<file path="config.mk">
export PLATFORM = sky130hd
export DESIGN_NAME = break_nmi_unit
export DESIGN_NICKNAME = d
export VERILOG_FILES = /design/src/rtl/bac_pkg.sv /design/src/rtl/bac_decode.sv /design/src/rtl/bac_entry.sv /design/src/rtl/bac_nmi.sv /design/src/rtl/break_nmi_unit.sv
export SDC_FILE = /design/constraint.sdc
export NUM_CORES = 2
export LEC_CHECK = 0
export BUFFER_PORTS_ARGS = -buffer_cell sky130_fd_sc_hd__buf_2
export CAP_MARGIN = 15
export CORE_MARGIN = 2
export CORE_UTILIZATION = 30
export DETAILED_ROUTE_END_ITERATION = 10
export REMOVE_ABC_BUFFERS = 1
export SETUP_SLACK_MARGIN = 0.05
export SYNTH_ARGS = -nofsm -noshare
export SYNTH_HDL_FRONTEND = slang
export SYNTH_SLANG_ARGS = --single-unit
</file>
<file path="constraint.sdc">
create_clock -name clk -period 3.9 [get_ports clk]
set_input_delay 0.39 -clock clk [delete_from_list [all_inputs] [get_ports clk]]
set_output_delay 0.39 -clock clk [all_outputs]
set_load 0.02 [all_outputs]
</file>
<file path="src/rtl/bac_pkg.sv">
// bac_pkg
// Constants shared by the break-address comparator modules.
// Assumes a byte-wide data bus and entries of four bytes each.
// Address fields keep their bus bit positions, so the layout of each entry
// follows from CMP_HI/CMP_LO and needs no shifting.
package bac_pkg;
    localparam int ADDR_W      = 24;                   // system address width
    localparam int DATA_W      = 8;                    // data bus width
    localparam int ENTRY_BYTES = 4;                    // bytes per entry
    localparam int SEL_W       = $clog2(ENTRY_BYTES);  // byte-select width
    localparam int WIN_BITS    = 8;                    // window spans 2**WIN_BITS bytes
    localparam int CMP_HI      = 19;                   // top compared address bit
    localparam int CMP_LO      = 2;                    // bottom compared address bit
    localparam int CMP_W       = CMP_HI - CMP_LO + 1;  // compared field width
    localparam int EN_BIT      = 7;                    // enable flag position in byte 0
    localparam int EN_BYTE     = 0;                    // offset of the enable byte

    // Offset within an entry of the byte that holds address bit k.
    // Byte 3 holds bits 7..0, byte 2 bits 15..8, byte 1 bits 23..16.
    function automatic int byte_of_bit(input int k);
        return ENTRY_BYTES - 1 - (k / DATA_W);
    endfunction
endpackage

</file>
<file path="src/rtl/bac_decode.sv">
// bac_decode
// Decodes a bus address against the register window at the top of memory.
// Assumes the window fills the top 2**WIN_BITS bytes. Entries start at
// offset 0 and are packed with no gaps. Offsets past the last entry give
// in_window=1 and entry_ok=0.
module bac_decode #(
    parameter int NUM_ENTRIES = 32,
    localparam int IDX_W = (NUM_ENTRIES > 1) ? $clog2(NUM_ENTRIES) : 1
) (
    input  logic [bac_pkg::ADDR_W-1:0] addr,
    output logic                       in_window,
    output logic                       entry_ok,
    output logic [IDX_W-1:0]           entry_idx,
    output logic [bac_pkg::SEL_W-1:0]  byte_sel
);
    import bac_pkg::*;

    localparam int USED_BYTES = NUM_ENTRIES * ENTRY_BYTES;

    logic [WIN_BITS-1:0] offset;

    // Split the address into window hit, byte offset and entry fields.
    always_comb begin
        in_window = &addr[ADDR_W-1:WIN_BITS];
        offset    = addr[WIN_BITS-1:0];
        entry_ok  = in_window && (int'(offset) < USED_BYTES);
        byte_sel  = offset[SEL_W-1:0];
        entry_idx = offset[SEL_W +: IDX_W];
    end
endmodule

</file>
<file path="src/rtl/bac_entry.sv">
// bac_entry
// One break entry: the enable flag, the stored address field, byte-wise
// write and readback, and an equality comparator on bus bits CMP_HI..CMP_LO.
// Assumes the write select has already been qualified by decode and strobe.
module bac_entry (
    input  logic                         clk,
    input  logic                         rst_n,
    input  logic                         wr_en,
    input  logic [bac_pkg::SEL_W-1:0]    byte_sel,
    input  logic [bac_pkg::DATA_W-1:0]   wdata,
    input  logic [bac_pkg::CMP_W-1:0]    cmp_field,
    output logic [bac_pkg::DATA_W-1:0]   rd_byte,
    output logic                         enabled,
    output logic                         match
);
    import bac_pkg::*;

    logic             en_q;
    logic [CMP_W-1:0] fld_q;

    // Storage: clear on reset, otherwise load the selected byte.
    always_ff @(posedge clk) begin
        if (!rst_n) begin
            en_q  <= 1'b0;
            fld_q <= '0;
        end else if (wr_en) begin
            if (int'(byte_sel) == EN_BYTE) begin
                en_q <= wdata[EN_BIT];
            end
            for (int k = CMP_LO; k <= CMP_HI; k++) begin
                if (int'(byte_sel) == byte_of_bit(k)) begin
                    fld_q[k-CMP_LO] <= wdata[k % DATA_W];
                end
            end
        end
    end

    // Readback: place each stored bit at its bus position in its byte.
    always_comb begin
        rd_byte = '0;
        if (int'(byte_sel) == EN_BYTE) begin
            rd_byte[EN_BIT] = en_q;
        end
        for (int k = CMP_LO; k <= CMP_HI; k++) begin
            if (int'(byte_sel) == byte_of_bit(k)) begin
                rd_byte[k % DATA_W] = fld_q[k-CMP_LO];
            end
        end
    end

    // Comparator: the entry matches only while it is enabled.
    always_comb begin
        enabled = en_q;
        match   = en_q && (cmp_field == fld_q);
    end


    en_reset_clr_chk: assert property (@(posedge clk)
        !rst_n |=> !en_q);


    en_write_load_chk: assert property (@(posedge clk) disable iff (!rst_n)
        (wr_en && int'(byte_sel) == EN_BYTE) |=> (en_q == $past(wdata[EN_BIT])));


    en_hold_chk: assert property (@(posedge clk) disable iff (!rst_n)
        !wr_en |=> (en_q == $past(en_q)));
endmodule

</file>
<file path="src/rtl/bac_nmi.sv">
// bac_nmi
// Combines the per-entry matches and times the interrupt request.
// Assumes bus_strobe stays high for the whole access. Only the first
// strobed cycle can trigger, and accesses to the window are excluded.
module bac_nmi #(
    parameter int NUM_ENTRIES = 32
) (
    input  logic                   clk,
    input  logic                   rst_n,
    input  logic                   strobe,
    input  logic                   in_window,
    input  logic [NUM_ENTRIES-1:0] match_vec,
    output logic                   nmi_req
);
    logic strobe_q;
    logic any_match;
    logic fire;

    // OR of all entry matches, qualified by the start of an access.
    always_comb begin
        any_match = |match_vec;
        fire      = strobe && !strobe_q && !in_window && any_match;
    end

    // Register the strobe history and the request pulse.
    always_ff @(posedge clk) begin
        if (!rst_n) begin
            strobe_q <= 1'b0;
            nmi_req  <= 1'b0;
        end else begin
            strobe_q <= strobe;
            nmi_req  <= fire;
        end
    end


    nmi_single_pulse_chk: assert property (@(posedge clk) disable iff (!rst_n)
        nmi_req |=> !nmi_req);


    nmi_needs_strobe_chk: assert property (@(posedge clk) disable iff (!rst_n)
        (strobe && strobe_q) |=> !nmi_req);


    nmi_window_quiet_chk: assert property (@(posedge clk) disable iff (!rst_n)
        (strobe && in_window) |=> !nmi_req);
endmodule

</file>
<file path="src/rtl/break_nmi_unit.sv">
// break_nmi_unit
// Top of the break-address comparator. It decodes the register window,
// instantiates one entry per break address, muxes readback and drives the
// registered NMI request.
// Assumes a single clock domain and bus signals synchronous to clk.
module break_nmi_unit #(
    parameter int NUM_ENTRIES = 32,
    localparam int IDX_W = (NUM_ENTRIES > 1) ? $clog2(NUM_ENTRIES) : 1
) (
    input  logic        clk,
    input  logic        rst_n,
    input  logic [23:0] bus_addr,
    input  logic [7:0]  bus_wdata,
    output logic [7:0]  bus_rdata,
    input  logic        bus_wr,
    input  logic        bus_rd,
    input  logic        bus_strobe,
    output logic        nmi_req
);
    import bac_pkg::*;

    logic                   in_window;
    logic                   entry_ok;
    logic [IDX_W-1:0]       entry_idx;
    logic [SEL_W-1:0]       byte_sel;
    logic                   wr_any;
    logic [NUM_ENTRIES-1:0] match_vec;
    logic [NUM_ENTRIES-1:0] en_vec;
    logic [DATA_W-1:0]      rd_bytes [NUM_ENTRIES];

    bac_decode #(.NUM_ENTRIES(NUM_ENTRIES)) u_decode (
        .addr      (bus_addr),
        .in_window (in_window),
        .entry_ok  (entry_ok),
        .entry_idx (entry_idx),
        .byte_sel  (byte_sel)
    );

    // Qualified write: strobe and write on an address that holds an entry.
    always_comb wr_any = bus_strobe && bus_wr && entry_ok;

    for (genvar i = 0; i < NUM_ENTRIES; i++) begin : g_entry
        logic wr_this;
        // Per-entry write select.
        always_comb wr_this = wr_any && (int'(entry_idx) == i);

        bac_entry u_entry (
            .clk       (clk),
            .rst_n     (rst_n),
            .wr_en     (wr_this),
            .byte_sel  (byte_sel),
            .wdata     (bus_wdata),
            .cmp_field (bus_addr[CMP_HI:CMP_LO]),
            .rd_byte   (rd_bytes[i]),
            .enabled   (en_vec[i]),
            .match     (match_vec[i])
        );
    end

    // Readback mux: the addressed byte while reading, 0 otherwise.
    always_comb begin
        bus_rdata = '0;
        if (bus_rd && entry_ok) begin
            bus_rdata = rd_bytes[entry_idx];
        end
    end

    bac_nmi #(.NUM_ENTRIES(NUM_ENTRIES)) u_nmi (
        .clk       (clk),
        .rst_n     (rst_n),
        .strobe    (bus_strobe),
        .in_window (in_window),
        .match_vec (match_vec),
        .nmi_req   (nmi_req)
    );


    rdata_idle_zero_chk: assert property (@(posedge clk) disable iff (!rst_n)
        !(bus_rd && in_window) |-> (bus_rdata == '0));


    match_needs_enable_chk: assert property (@(posedge clk) disable iff (!rst_n)
        (bus_strobe && (en_vec == '0)) |=> !nmi_req);


    nmi_after_strobe_chk: assert property (@(posedge clk) disable iff (!rst_n)
        nmi_req |-> $past(bus_strobe));
endmodule

</file>
## Word level (Yosys, flattened, before mapping)

Cells that the tools add are included.
W data, S select, Z words.

| storage, ports and cells | value |
|---|---|
| register bits after elaboration | 610 |
| bits of input ports | 37 |
| output and inout bits | 9 |
| logic and storage cells | 1016 |

| operators by class | value |
|---|---|
| magnitude comparators | 2 |
| equal/unequal tests | 66 |
| muxes and demuxes | 612 |
| bitwise logic cells | 1 |
| reduce and logical (&&, ||, !) cells | 205 |

Operators by type and width:

| kind | count |
|---|---|
| $mux W1 | 608 |
| $eq A18 B18 Y1 | 32 |
| $reduce_and A2 Y1 | 128 |
| $eq A5 B5 Y1 const B | 16 |
| $logic_and A1 B1 Y1 | 71 |
| $bmux W8 S5 | 1 |
| $eq A5 B4 Y1 const B | 8 |
| $reduce_or A32 Y1 | 1 |
| $mux W8 | 3 |
| $eq A5 B3 Y1 const B | 4 |
| $reduce_and A16 Y1 | 1 |
| $eq A5 B2 Y1 const B | 2 |
| $lt A8 B8 Y1 const B | 1 |
| $ge A6 B6 Y1 const B | 1 |
| $not A5 Y6 | 1 |
| $eq A5 B1 Y1 const B | 1 |
| $logic_not A5 Y1 | 1 |
| $eq A2 B2 Y1 const B | 2 |
| $eq A2 B1 Y1 const B | 1 |
| $logic_not A1 Y1 | 2 |
| $logic_not A2 Y1 | 1 |

## Longest topological paths before layout

| logic depth | value |
|---|---|
| depth in word-level cells | 8 |
| depth in mapped cells | 10 |
| depth with buffers taken out | 7 |

## Cells and area by module

From an unflattened synthesis, not the netlist that was laid out.

| second synthesis, totals | value |
|---|---|
| cells, all modules | 4205 |
| area, all modules | 37470.9 sq um |

By module, submodules not included:

| module | times used | cells an instance | area each (sq um) | seq. area each (sq um) |
|---|---|---|---|---|
| bac_entry | 32 | 123 | 1084.8 | 380.4 |
| break_nmi_unit | 1 | 241 | 2526.2 | 0.0 |
| bac_nmi | 1 | 15 | 128.9 | 40.0 |
| bac_decode | 1 | 13 | 102.6 | 0.0 |

## Worst setup path after synthesis

Ideal clock, no wire load.

| path | value |
|---|---|
| path type | input port to output port |
| start | input bus_addr[2] |
| end | output bus_rdata[6] |
| arrival | 2552 ps |
| data required time | 3510 ps |
| slack | 958 ps |
| stages | 9 |
| buffers on the path | 3 |
| cell sequence | clkbuf_1 > buf_2 > buf_1 > nand3_1 > o22ai_1 > nor4_1 > a211oi_1 > nor3_1 > a311oi_1 |

| between the ends | value |
|---|---|
| longest elaborated chain between the ends | 5 |
| elaborated cells between the ends (all ways) | 8 |
| those cells by class | order compare (1); mux (4); bitwise (1); reduce/logical (2) |

RTL lines:

| item | RTL line | RTL |
|---|---|---|
| start: declaration | break_nmi_unit.sv:12 | `input logic [23:0] bus_addr,` |
| $not A5 Y6 (not written as such) | break_nmi_unit.sv:64 | `bus_rdata = rd_bytes[entry_idx];` |
| $bmux W8 S5 | break_nmi_unit.sv:64 |  |
| $mux W8 (not written as such) (2 in series) | break_nmi_unit.sv:64 |  |
| $mux W8 (*) | break_nmi_unit.sv:63 | `if (bus_rd && entry_ok) begin` |
| end: declaration | break_nmi_unit.sv:14 | `output logic [7:0] bus_rdata,` |

Every way passes the cells marked *; elsewhere a longest branch is shown, timed or not. The select of a mux whose other input is x is not followed.

## Worst setup path in the final report

| path | value |
|---|---|
| start | input bus_addr[1] |
| end | output bus_rdata[5] |

| between the ends | value |
|---|---|
| longest elaborated chain between the ends | 7 |
| elaborated cells between the ends (all ways) | 73 |
| those cells by class | order compare (1); eq/ne (2); mux (68); reduce/logical (2) |

RTL lines:

| item | RTL line | RTL |
|---|---|---|
| $eq A2 B1 Y1 | bac_entry.sv:45 | `if (int'(byte_sel) == byte_of_bit(k)) begin` |
| $mux W1 (2 in series) | bac_entry.sv:45 |  |
| $bmux W8 S5 | break_nmi_unit.sv:64 |  |
| $mux W8 (not written as such) (2 in series) | break_nmi_unit.sv:64 |  |
| $mux W8 (*) | break_nmi_unit.sv:63 |  |

Marked as above.

==> flow_summary_export.csv <==
group,metric,value,unit
sta,post-route-period-util,0.9899,
drt,dr.first_iter.drc_count,4036,
cts,htreeDepth,3,
cts,insertion_delay,0.64,ns
final_layout,fin_util,0.3424,
final_layout,seq_area,0.01221,mm²
run_status,outcome,"finished clean",
final_layout,fillCellCount,12160,
place,place_ws,-0.1189,ns
final_layout,drive_above_1_share,0.1154,
pwr,p_per_area,374.3,mW/mm²
cts,cts_tree,"built",
synth,netlist_area,0.03550,mm²
sta,tightest_slew,1.257,ns
critical_path,critPathKind,"primary input to primary output",
critical_path,critPathLaunchType,"primary input",
global_route,antenna_found_initial,3,
synth,ys.flop_type,"dfxtp_1",
floorplanning,pin_count,46,
cts,clock_path_buffers,3,
drt,first_pass_iters,8,
cts,clock-sinks,610,
drt,via_count,33080,
critical_path,crit_path_max_incr_delay,0.78,ns
final_layout,layout_commonest_cell,"nand2_1",
global_route,grt_use_total,0.2338,
synth,syn_area_per_cell,8.225,µm²
floorplanning,start_util,0.3014,
pwr,max-vdd-ir-drop,0.3032,mV
sta,clock.fmax,0.2590,GHz
synth,synth.largest_area_cell,"dfxtp_1",
final_layout,area_delta_synth_final,13.57,%
synth,synth_edf_count,0,
critical_path,cp.arrival,3.47,ns
critical_path,cp_common_cell,"buf_4",
critical_path,path_cells,"buf_6, buf_4, buf_4, o21ai_0, nor4_1, a31oi_1, a21oi_1, a21oi_1, nor2_1, buf_4, buf_2",
sta,finalHoldViolCount,0,
synth,synthDistinctLibCells,50,
sta,slew_viol_final,0,
synth,seq_area_frac_synth,0.3440,
final_layout,multi_input_area,0.02198,mm²
synth,postSynthCellCount,4316,
drt,wl_per_cell,25.19,µm
synth,ys_seq_elements,610,
sta,rsz0062_at_grt,"false",
synth,synth_top_area_frac,0.3440,
critical_path,cp.required,3.51,ns
sta,setup_viol,0,
floorplanning,die-area,0.1211,mm²
place,dp_hpwl,93.20,mm
global_route,overflow,0,
sta,setup_slack,0.03942,ns
sta,max_slew_margin,0.1586,
cts,path_clk_slew,0.06,ns
sta,fin_skew,0.02416,ns
drt,viasPerCell,5.688,
synth,synthArstFlopShare,0,
floorplanning,die_y,348.0,µm
synth,yosys_warnings,0,
critical_path,cp-end-kind,"primary output",
drt,drc,0,
cts,postCtsHoldBufs,0,
final_layout,fin_nets,4262,
cts,cts_setup_buffers,0,
place,numPortBuffers,45,
critical_path,cp_max_fo,31,
drt,wirelength,146.5,mm
place,gp_congestion,0.9744,
synth,synth_area_leaders,"dfxtp_1 34%, xnor2_1 14%, nand2_1 11%",
global_route,grt_max_degree,128,
global_route,grt_pass1_wl,213.8,mm
critical_path,cpMaxStageDelayCell,"nor4_1",
flow_run,cap_violations,0,
hold_path,hold_path.class,"primary input to flop",
pwr,total_power,15.09,mW
floorplanning,die_w,348.0,µm
floorplanning,core,0.1178,mm²
cts,cts_root_buffer,"clkbuf_16",
drt,ant_nets,0,
sta,fin_crit,3.861,ns
pwr,leakage,12.68,nW
final_layout,final_cell_mix,"1044 x nand2_1, 610 x dfxtp_1, 576 x xnor2_1",
cts,cts_buffers,73,
global_route,grt_pass1_vias,31430,
floorplanning,rows,126,
[metrics by stage]
| step | cells | hold slack (ns) | cell area (µm²) | setup TNS [ns] |
|---|---|---|---|---|
| after floorplan | 3967 | 0.4476 | 34140 | -878.82 |
| final | 5816 | 0.1921 | 40320 | 0 |
| after global placement | 5685 | 0.4616 | 37790 | -0.2526 |
| after CTS | 5815 | 0.1452 | 40290 | 0 |
| after global routing | 5815 | 0.2105 | 40310 | 0 |
| after detailed placement | 5686 | 0.4701 | 37790 | -0.1310 |
[critical path: cells and delay by family]
| kind | cells | cell delay [ns] |
|---|---|---|
| buf+inv | 5 | 1.35 |
| simple gates | 2 | 0.89 |
| compound gates | 4 | 0.76 |
[report_power, final]
part,internal [mW],total (mW),switching [mW]
clock,4.27,7.19,2.91
combinational,0.534,1.67,1.14
sequential,6.23,6.23,0.0000791
total,11.0,15.1,4.05
[metal layers]
| metal | track usage | wire length, µm | up-vias |
|---|---|---|---|
| li1 | - | - | 14730 |
| met1 | 0.3001 | 57550 | 15880 |
| met2 | 0.3614 | 63480 | 1968 |
| met3 | 0.05553 | 16410 | 497 |
| met4 | 0.1266 | 9064 | 2 |
| met5 | 0 | 12 | - |
[timing repair]
| item | 4_1_cts | 5_1_grt |
|---|---|---|
| gates cloned | 0 | 0 |
| setup endpoints to repair | 2 | 3 |
| gates resized for setup | 2 | 4 |
[final timing paths]
path	from	endpoint	slack, ns	cells past startpoint
worst max-delay path	bus_addr[1]	bus_rdata[5]	0.04	11
worst min-delay path	bus_strobe	u_nmi.strobe_q$_SDFF_PN0_	0.19	2
worst min register to register	g_entry[19].u_entry.fld_q[3]$_SDFFE_PN0P_	g_entry[19].u_entry.fld_q[3]$_SDFFE_PN0P_	0.48	2
worst max register to register	g_entry[8].u_entry.fld_q[6]$_SDFFE_PN0P_	u_nmi.nmi_req$_SDFF_PN0_	1.32	8
[final cells by class]
class / count / area share
Timing Repair Buffer: 183 / 0.04211
Inverter: 2 / 0.0001862
Clock inverter: 25 / 0.009093
Multi-Input combinational cell: 3355 / 0.5453
Antenna cell: 1 / 0.00006207
Sequential cell: 610 / 0.3029
Tap cell: 1536 / 0.04767
Clock buffer: 104 / 0.05273
[cells by family after synthesis]
logic type,Yosys count,synth area share
AOI/OAI and AO/OA,867,0.1788
xor gates and xnor gates,576,0.1421
buffers and inverters,351,0.03856
DFF,610,0.3440
muxes,298,0.09104
and+or+nand+nor,1614,0.2054
[state kept, by name, summed over array words and instances (netlist names)]
signal,flops
g_entry.u_entry.enabled,32
g_entry.u_entry.fld_q,576
u_nmi.nmi_req,1
u_nmi.strobe_q,1
[cells in the mapped netlist (all sizes together), types with 12 or more instances]
cell type  number
nand2        1050
dfxtp         610
xnor2         576
a21boi        488
clkbuf        242
nand4         178
mux2i         153
mux2          139
nor2b         127
a221oi        111
nor2          111
buf           107
a21oi          84
nor4           63
a22oi          57
nand3          54
a211oi         43
o21ai          36
a31oi          12
o22ai          12
Power figures use the tool's default switching activity.
